**src/rtl/rxq_pkg.sv**
```systemverilog
package rxq_pkg;
    localparam int BYTE_W    = 8;
    localparam int DEPTH     = 16;
    localparam int CNT_W     = $clog2(DEPTH + 1);
    localparam int TMO_CHARS = 4;
    localparam int FRAME_W   = 4;
    localparam int LIMIT_W   = 6;

    typedef enum logic {
        TMO_IDLE = 1'b0,
        TMO_RUN  = 1'b1
    } tmo_state_e;

    function automatic logic [CNT_W-1:0] trig_bytes(input logic [1:0] code);
        logic [CNT_W-1:0] n;
        unique case (code)
            2'b00: n = CNT_W'(1);
            2'b01: n = CNT_W'(4);
            2'b10: n = CNT_W'(8);
            default: n = CNT_W'(14);
        endcase
        return n;
    endfunction
endpackage

```
**src/rtl/rxq_frame.sv**
```systemverilog
module rxq_frame #(
    parameter int FRAME_W = 4,
    parameter int LIMIT_W = 6,
    parameter int CHARS   = 4
) (
    input  logic [3:0]         fmt,
    output logic [LIMIT_W-1:0] limit
);
    logic [FRAME_W-1:0] bits;

    always_comb begin
        bits  = FRAME_W'(6) + FRAME_W'(fmt[1:0]) + FRAME_W'(fmt[3])
              + (fmt[2] ? FRAME_W'(2) : FRAME_W'(1));
        limit = LIMIT_W'(bits) * LIMIT_W'(CHARS);
    end
endmodule

```
**src/rtl/rxq_timer.sv**
```systemverilog
module rxq_timer
    import rxq_pkg::*;
#(
    parameter int LIMIT_W = 6
) (
    input  logic               clk,
    input  logic               rst_n,
    input  logic               tick,
    input  logic [LIMIT_W-1:0] limit,
    input  logic               restart,
    input  logic               stop,
    input  logic               clear,
    input  logic               has_data,
    output logic               pend
);
    tmo_state_e         state_q, state_d;
    logic [LIMIT_W-1:0] cnt_q, cnt_d;
    logic               pend_q;
    logic               expire;

    // output process
    always_comb begin
        expire = (state_q == TMO_RUN) && tick && !restart && !stop &&
                 (({1'b0, cnt_q} + 1'b1) >= {1'b0, limit});
        pend   = pend_q;
    end

    // next-state process
    always_comb begin
        state_d = state_q;
        cnt_d   = cnt_q;
        unique case (state_q)
            TMO_IDLE: begin
                if (restart) begin
                    state_d = TMO_RUN;
                    cnt_d   = '0;
                end
            end
            TMO_RUN: begin
                if (stop) begin
                    state_d = TMO_IDLE;
                end else if (restart) begin
                    cnt_d = '0;
                end else if (expire) begin
                    state_d = TMO_IDLE;
                end else if (tick) begin
                    cnt_d = cnt_q + 1'b1;
                end
            end
            default: state_d = TMO_IDLE;
        endcase
    end

    // state register
    always_ff @(posedge clk or negedge rst_n) begin
        if (!rst_n) begin
            state_q <= TMO_IDLE;
            cnt_q   <= '0;
        end else begin
            state_q <= state_d;
            cnt_q   <= cnt_d;
        end
    end

    always_ff @(posedge clk or negedge rst_n) begin
        if (!rst_n)                  pend_q <= 1'b0;
        else if (clear)              pend_q <= 1'b0;
        else if (expire && has_data) pend_q <= 1'b1;
    end
endmodule

```
**src/rtl/rxq_store.sv**
```systemverilog
module rxq_store #(
    parameter int W     = 8,
    parameter int DEPTH = 16,
    parameter int CNT_W = 5
) (
    input  logic             clk,
    input  logic             rst_n,
    input  logic             flush,
    input  logic             push,
    input  logic             pop,
    input  logic [W-1:0]     din,
    output logic [W-1:0]     dout,
    output logic [CNT_W-1:0] count
);
    localparam int AW = (DEPTH > 1) ? $clog2(DEPTH) : 1;

    logic [W-1:0]     mem [DEPTH];
    logic [AW-1:0]    wr_ptr, rd_ptr;
    logic [CNT_W-1:0] count_q;

    function automatic logic [AW-1:0] bump(input logic [AW-1:0] p);
        return (p == AW'(DEPTH - 1)) ? '0 : p + 1'b1;
    endfunction

    always_ff @(posedge clk) begin
        if (push) mem[wr_ptr] <= din;
    end

    always_ff @(posedge clk or negedge rst_n) begin
        if (!rst_n) begin
            wr_ptr  <= '0;
            rd_ptr  <= '0;
            count_q <= '0;
        end else if (flush) begin
            wr_ptr  <= '0;
            rd_ptr  <= '0;
            count_q <= '0;
        end else begin
            if (push) wr_ptr <= bump(wr_ptr);
            if (pop)  rd_ptr <= bump(rd_ptr);
            count_q <= count_q + CNT_W'(push) - CNT_W'(pop);
        end
    end

    assign dout  = mem[rd_ptr];
    assign count = count_q;
endmodule

```
**src/rtl/rx_byte_queue.sv**
```systemverilog
module rx_byte_queue
    import rxq_pkg::*;
#(
    parameter int W     = BYTE_W,
    parameter int QD    = DEPTH,
    parameter int QCW   = $clog2(QD + 1),
    parameter int LIM_W = LIMIT_W
) (
    input  logic           clk,
    input  logic           rst_n,
    input  logic           rx_valid,
    input  logic [W-1:0]   rx_data,
    input  logic           rx_break,
    input  logic           bit_tick,
    input  logic [3:0]     fmt,
    input  logic           ctl_wr,
    input  logic           ctl_fifo_en,
    input  logic           ctl_rx_clear,
    input  logic [1:0]     ctl_trig,
    input  logic           rd_en,
    input  logic           stat_rd,
    output logic [W-1:0]   rd_data,
    output logic [QCW-1:0] level,
    output logic           data_ready,
    output logic           overrun,
    output logic           brk,
    output logic           trig_hit,
    output logic           timeout_pend
);
    logic             fifo_en;
    logic [1:0]       trig_code;
    logic [W-1:0]     hold_q;
    logic             hold_valid;
    logic             ovr_q, brk_q;
    logic [QCW-1:0]   count;
    logic [W-1:0]     q_dout;
    logic [LIM_W-1:0] limit;

    logic             rx_flush, byte_in, push, pop, full, drop;
    logic             direct_ovr, empties, restart, stop;
    logic [W-1:0]     byte_val;
    logic [QCW-1:0]   count_after;

    always_comb begin
        rx_flush    = ctl_wr && (ctl_rx_clear || (ctl_fifo_en != fifo_en));
        byte_in     = (rx_valid || rx_break) && !rx_flush;
        byte_val    = rx_break ? '0 : rx_data;
        pop         = fifo_en && rd_en && (count != '0) && !rx_flush;
        full        = (count == QCW'(QD));
        push        = fifo_en && byte_in && (!full || pop);
        drop        = fifo_en && byte_in && full && !pop;
        direct_ovr  = !fifo_en && byte_in && hold_valid && !rd_en;
        count_after = count + QCW'(push) - QCW'(pop);
        empties     = fifo_en ? (rd_en && count_after == '0) : rd_en;
        restart     = fifo_en && !rx_flush && (byte_in || (rd_en && count_after != '0));
        stop        = rx_flush || (fifo_en && rd_en && count_after == '0 && !byte_in);
    end

    rxq_store #(.W(W), .DEPTH(QD), .CNT_W(QCW)) u_store (
        .clk(clk), .rst_n(rst_n), .flush(rx_flush), .push(push), .pop(pop),
        .din(byte_val), .dout(q_dout), .count(count)
    );

    rxq_frame #(.FRAME_W(FRAME_W), .LIMIT_W(LIM_W), .CHARS(TMO_CHARS)) u_frame (
        .fmt(fmt), .limit(limit)
    );

    rxq_timer #(.LIMIT_W(LIM_W)) u_timer (
        .clk(clk), .rst_n(rst_n), .tick(bit_tick), .limit(limit),
        .restart(restart), .stop(stop),
        .clear(rx_flush || (fifo_en && rd_en)),
        .has_data(count != '0), .pend(timeout_pend)
    );

    always_ff @(posedge clk or negedge rst_n) begin
        if (!rst_n) begin
            fifo_en   <= 1'b0;
            trig_code <= 2'b00;
        end else if (ctl_wr) begin
            fifo_en <= ctl_fifo_en;
            if (ctl_fifo_en) trig_code <= ctl_trig;
        end
    end

    always_ff @(posedge clk or negedge rst_n) begin
        if (!rst_n) begin
            hold_q     <= '0;
            hold_valid <= 1'b0;
        end else if (rx_flush) begin
            hold_valid <= 1'b0;
        end else if (!fifo_en) begin
            if (byte_in) begin
                hold_q     <= byte_val;
                hold_valid <= 1'b1;
            end else if (rd_en) begin
                hold_valid <= 1'b0;
            end
        end
    end

    always_ff @(posedge clk or negedge rst_n) begin
        if (!rst_n)                   ovr_q <= 1'b0;
        else if (drop || direct_ovr)  ovr_q <= 1'b1;
        else if (stat_rd)             ovr_q <= 1'b0;
    end

    always_ff @(posedge clk or negedge rst_n) begin
        if (!rst_n)                    brk_q <= 1'b0;
        else if (rx_flush)             brk_q <= 1'b0;
        else if (rx_break)             brk_q <= 1'b1;
        else if (stat_rd || empties)   brk_q <= 1'b0;
    end

    always_comb begin
        level      = count;
        overrun    = ovr_q;
        brk        = brk_q;
        data_ready = fifo_en ? (count != '0) : hold_valid;
        trig_hit   = fifo_en ? (count >= trig_bytes(trig_code)) : hold_valid;
        rd_data    = fifo_en ? ((count != '0) ? q_dout : '0) : hold_q;
    end
endmodule

```
**config.mk**
```make
export PLATFORM = sky130hd
export DESIGN_NAME = rx_byte_queue
export DESIGN_NICKNAME = d
export VERILOG_FILES = /design/src/rtl/rxq_pkg.sv /design/src/rtl/rxq_frame.sv /design/src/rtl/rxq_timer.sv /design/src/rtl/rxq_store.sv /design/src/rtl/rx_byte_queue.sv
export SDC_FILE = /design/constraint.sdc
export NUM_CORES = 1
export LEC_CHECK = 0
export ABC_AREA = 1
export BUFFER_PORTS_ARGS = -buffer_cell sky130_fd_sc_hd__buf_2
export CAP_MARGIN = 20
export CORE_MARGIN = 5
export CORE_UTILIZATION = 55
export DETAILED_ROUTE_END_ITERATION = 6
export PLACE_DENSITY = 0.73
export SLEW_MARGIN = 5
export SYNTH_ARGS = -nofsm -noshare
export SYNTH_HDL_FRONTEND = slang
export SYNTH_SLANG_ARGS = --single-unit
```
**constraint.sdc**
```tcl
create_clock -name clk -period 6.27 [get_ports clk]
set_clock_uncertainty 0.1 [all_clocks]
set_input_delay 1.254 -clock clk [delete_from_list [all_inputs] [get_ports clk]]
set_output_delay 1.254 -clock clk [all_outputs]
set_load 0.02 [all_outputs]
```
==> key figures <==
Status
  – Status: completed

Floorplan
  – Die X: 127 µm
  – Die ar.: 16100 µm²
  – IO Count: between 40 and 50
  – Initial core utilization: a little under three fifths
  – Die height: between 100 and 150 µm
  – CORE AREA: ~13000 µm²
  – Row Count: between 40 and 50

Place
  – Placed wire-length estimate: between 10000 and 15000 µm
  – Place WS: about 1.8 ns
  – Placer Congestion: 0.879
  – I/O Buffers: ~40
  – Placed Instances: around 920

Critical path
  – Worst setup EP type: primary output
  – Crit path launch type: register
  – CP Class: reg -> out
  – Worst Path Buf+Inv: 2
  – CP Data Required Time: roughly 5 ns
  – CP max-delay cell: nor2_1
  – CP cell instances: clkinv_1, nor2_1, nand3_1, nand3_1, o21ai_0, nand2_1, o21ai_0, buf_2
  – Critical Path AT: about 3.3 ns
  – Critical Path Max Stage Delay: approximately 0.96 ns
  – Crit path max fanout: 18
  – Cell class contributing the biggest share of worst-path delay: simple AND/OR/NAND/NOR gates

CTS
  – Number of setup buffers added after CTS: 0
  – Inserted Clock Buffers: 17
  – Clock Tree Root: clkbuf_16
  – # hold bufs at CTS: 0
  – Max H-tree Level: 4
  – Worst skew pair latency: approximately 0.43 ns
  – Bufs on Longest Clock Path: 2
  – Worst-path clk slew: around 0.06 ns
  – Clock Sinks: around 160
  – CTS tree: built
  – Post-CTS sizing: 0

Routing
  – Wire per inst: 17.9 µm
  – Final ANT Viol Nets: 0
  – Initial drt markers: approximately 590
  – Vias/cell: about 5.7
  – 1st-pass router iterations: 5
  – Via Count: approximately 5400
  – Routed WL: about 17000 µm
  – DRC viols: 0

STA
  – Fmax: 0.214 GHz
  – Slew at the pin closest to its max-slew limit: around 0.98 ns
  – Final setup fails: 0
  – Min Tclk post-route: between 4 and 5 ns
  – Setup WS post-layout: around 1.6 ns
  – Worst rel slew slack: between 30% and 40%
  – Fin crit share: between 70 and 80%
  – RSZ-0062 raised after global routing: no
  – Count of final max-slew check failures: 0
  – Final hold violations: 0
  – Hold slack: approximately 0.43 ns
  – TNS Setup: 0 ns

Finish
  – N_diodes: 0
  – Share of layout cells above drive strength 1: about an eighth
  – NumNets Final: roughly 820
  – Non-Filler Instances: between 900 and 1000
  – Layout area overhead: 13.0%

Global routing
  – First-pass GRT wire length: about 27000 µm
  – Initial antenna violation count: 0
  – Number of global-route vias before repair: between 5000 and 6000
  – GRT overflow: 0
  – Largest net degree at the start of global routing: 54
  – GRT Total Usage: between 20% and 30%

Power and ir drop
  – Worst IR Drop VDD: around 250 µV
  – Leakage: between 3 and 4 nW
  – Power Density: ~360 nW/µm²

Worst hold path
  – Hold crit path type: reg -> reg

Yosys
  – Synth async-reset ratio: 21.5%
  – Multiplexer share of the synthesized area: 0%
  – Top cell type's share of synthesized area: a little over 50%
  – Synth area leader: edfxtp_1
  – #FFs+latches synth: 163
  – Largest family of logic cells by synthesized area: simple AND/OR/NAND/NOR gates
  – EDFF count, synth: around 130
  – Synth Net Count: 772
  – Mean post-synth cell area: a little over 10 µm²
  – Synth warn: 0
  – Synth Instances: between 700 and 800
  – Xor and xnor area share after synthesis: less than 1%
  – Post-synth cell types: 33
  – Synthesized area: about 7500 µm²
  – Most frequent cell after synthesis: nand2_1
  – Synth Area in Compound Gates: under 10%
  – Seq/Total Area, Yosys: 63.0%
  – Simple-gate share of the synthesized area: 16.2%
  – Synth top cells by count: 130 x nand2_1, 128 x edfxtp_1, 85 x nor2_1
  – Synth Area in Adders: approximately 4.5%
  – Top FF cell, synth: edfxtp_1
  – Area contributors post-synth: edfxtp_1 51%, dfrtp_1 12%, nand2_1 6.5%, o21ai_0 5.2%, nor2_1 4.3%

Job
  – Max-cap check violation count: 0
[metrics by stage]
step | util, % | instance area (µm²) | total power [W]
2_1_floorplan | - | 7490 | 0.00181
3_3_place_gp | 59.2 | 7870 | 0.00201
3_5_place_dp | 59.3 | 7880 | 0.00204
4_1_cts | 63.6 | 8450 | 0.00303
5_1_grt | 63.7 | 8470 | 0.00319
6_report | 63.7 | 8470 | 0.00304
[per-layer routing]
layer,track usage [%],up-vias,share of wire [%]
met5,0,-,0
met4,8.33,0,2.4
met2,36.6,238,49
met3,4.62,27,7.4
met1,29.1,2582,42
li1,-,2567,-
[cell usage in the layout (no fill, tap or decap), types with 2 or more instances in the layout]
cell,synthesis,layout
inv_2,2,2
clkinv_2,0,6
buf_4,1,7
inv_6,0,2
edfxtp_1,128,128
ha_1,24,24
o21ai_0,78,78
inv_1,80,80
buf_6,0,3
fa_1,2,2
o22ai_1,8,8
nand2_4,2,2
a31oi_1,2,2
bufinv_16,0,2
dfrtp_1,35,34
buf_2,3,41
nand4_1,14,14
o221ai_1,15,15
xor2_1,6,6
nand2_1,130,130
o21ai_1,2,2
clkbuf_16,0,17
clkinv_1,3,5
nand2_2,4,4
clkinv_4,0,2
nor2_1,85,85
nand3_1,42,42
a21oi_1,25,25
[power by group]
| part | internal (W) | switching [W] |
|---|---|---|
| combinational | 0.000228 | 0.000515 |
| clock | 0.000581 | 0.000418 |
| sequential | 0.00122 | 0.0000720 |
| total | 0.00203 | 0.00100 |
[cells by family (layout without fill, tap and decap cells)]
logic type                 Yosys count  count (layout)
and+or+nand+nor                    283             283
DFF                                163             163
AOI/OAI and AO/OA                  132             132
buffers and inverters              111             169
adders and majority gates           26              26
xor gates and xnor gates             7               7
[state kept, by name, indices dropped and copies added, names as in the netlist]
signal,count
hold_valid,1
hold_q,8
u_timer.cnt_q,6
u_store.wr_ptr,4
u_store.mem,128
overrun,1
u_timer.pend,1
u_timer.state_q,1
fifo_en,1
u_store.rd_ptr,4
trig_code,2
u_store.count,5
brk,1
[path summary, 6_finish.rpt]
| kind | startpoint | end | slack (ns) | depth (start not counted) |
|---|---|---|---|---|
| max in group asynchronous | rst_n | u_store.rd_ptr[0]$_DFFE_PN0P_ | 4.69 | 1 |
| hold reg to reg | overrun$_DFFE_PN0P_ | overrun$_DFFE_PN0P_ | 0.43 | 2 |
| hold / removal | overrun$_DFFE_PN0P_ | overrun$_DFFE_PN0P_ | 0.43 | 2 |
| setup / recovery | u_store.rd_ptr[2]$_DFFE_PN0P_ | rd_data[5] | 1.60 | 8 |
| setup reg to reg | fifo_en$_DFFE_PN0P_ | u_timer.cnt_q[0]$_DFFE_PN0P_ | 2.25 | 24 |
| min in group asynchronous | rst_n | u_timer.cnt_q[1]$_DFFE_PN0P_ | 0.81 | 1 |
[worst register-to-register path, stage by stage (launching register included)]
cell	delay (ns)
dfrtp_1	0.69
inv_2	0.15
nor2_1	0.12
nor2_1	0.05
nand2_1	0.09
nand2_4	0.10
inv_2	0.14
nor2_2	0.07
nand2_2	0.09
inv_1	0.09
ha_1	0.28
inv_1	0.07
ha_1	0.18
inv_1	0.06
fa_1	0.51
nand2_1	0.06
nor2_1	0.15
nand3_1	0.10
nor2_1	0.14
nand3_1	0.09
nand2_1	0.09
nand2_1	0.18
nand3_2	0.19
nand2_1	0.10
nand2_1	0.09
[area by class of cell]
type	count	area [µm²]
Sequential cell	163	4720
Timing Repair Buffer	51	292
Inverter	86	325
Multi-Input combinational cell	448	2350
Fill cell	1016	4820
Clock inverter	15	140
Clock buffer	17	425
Tap cell	176	220
(Power assumes the default switching activity.)
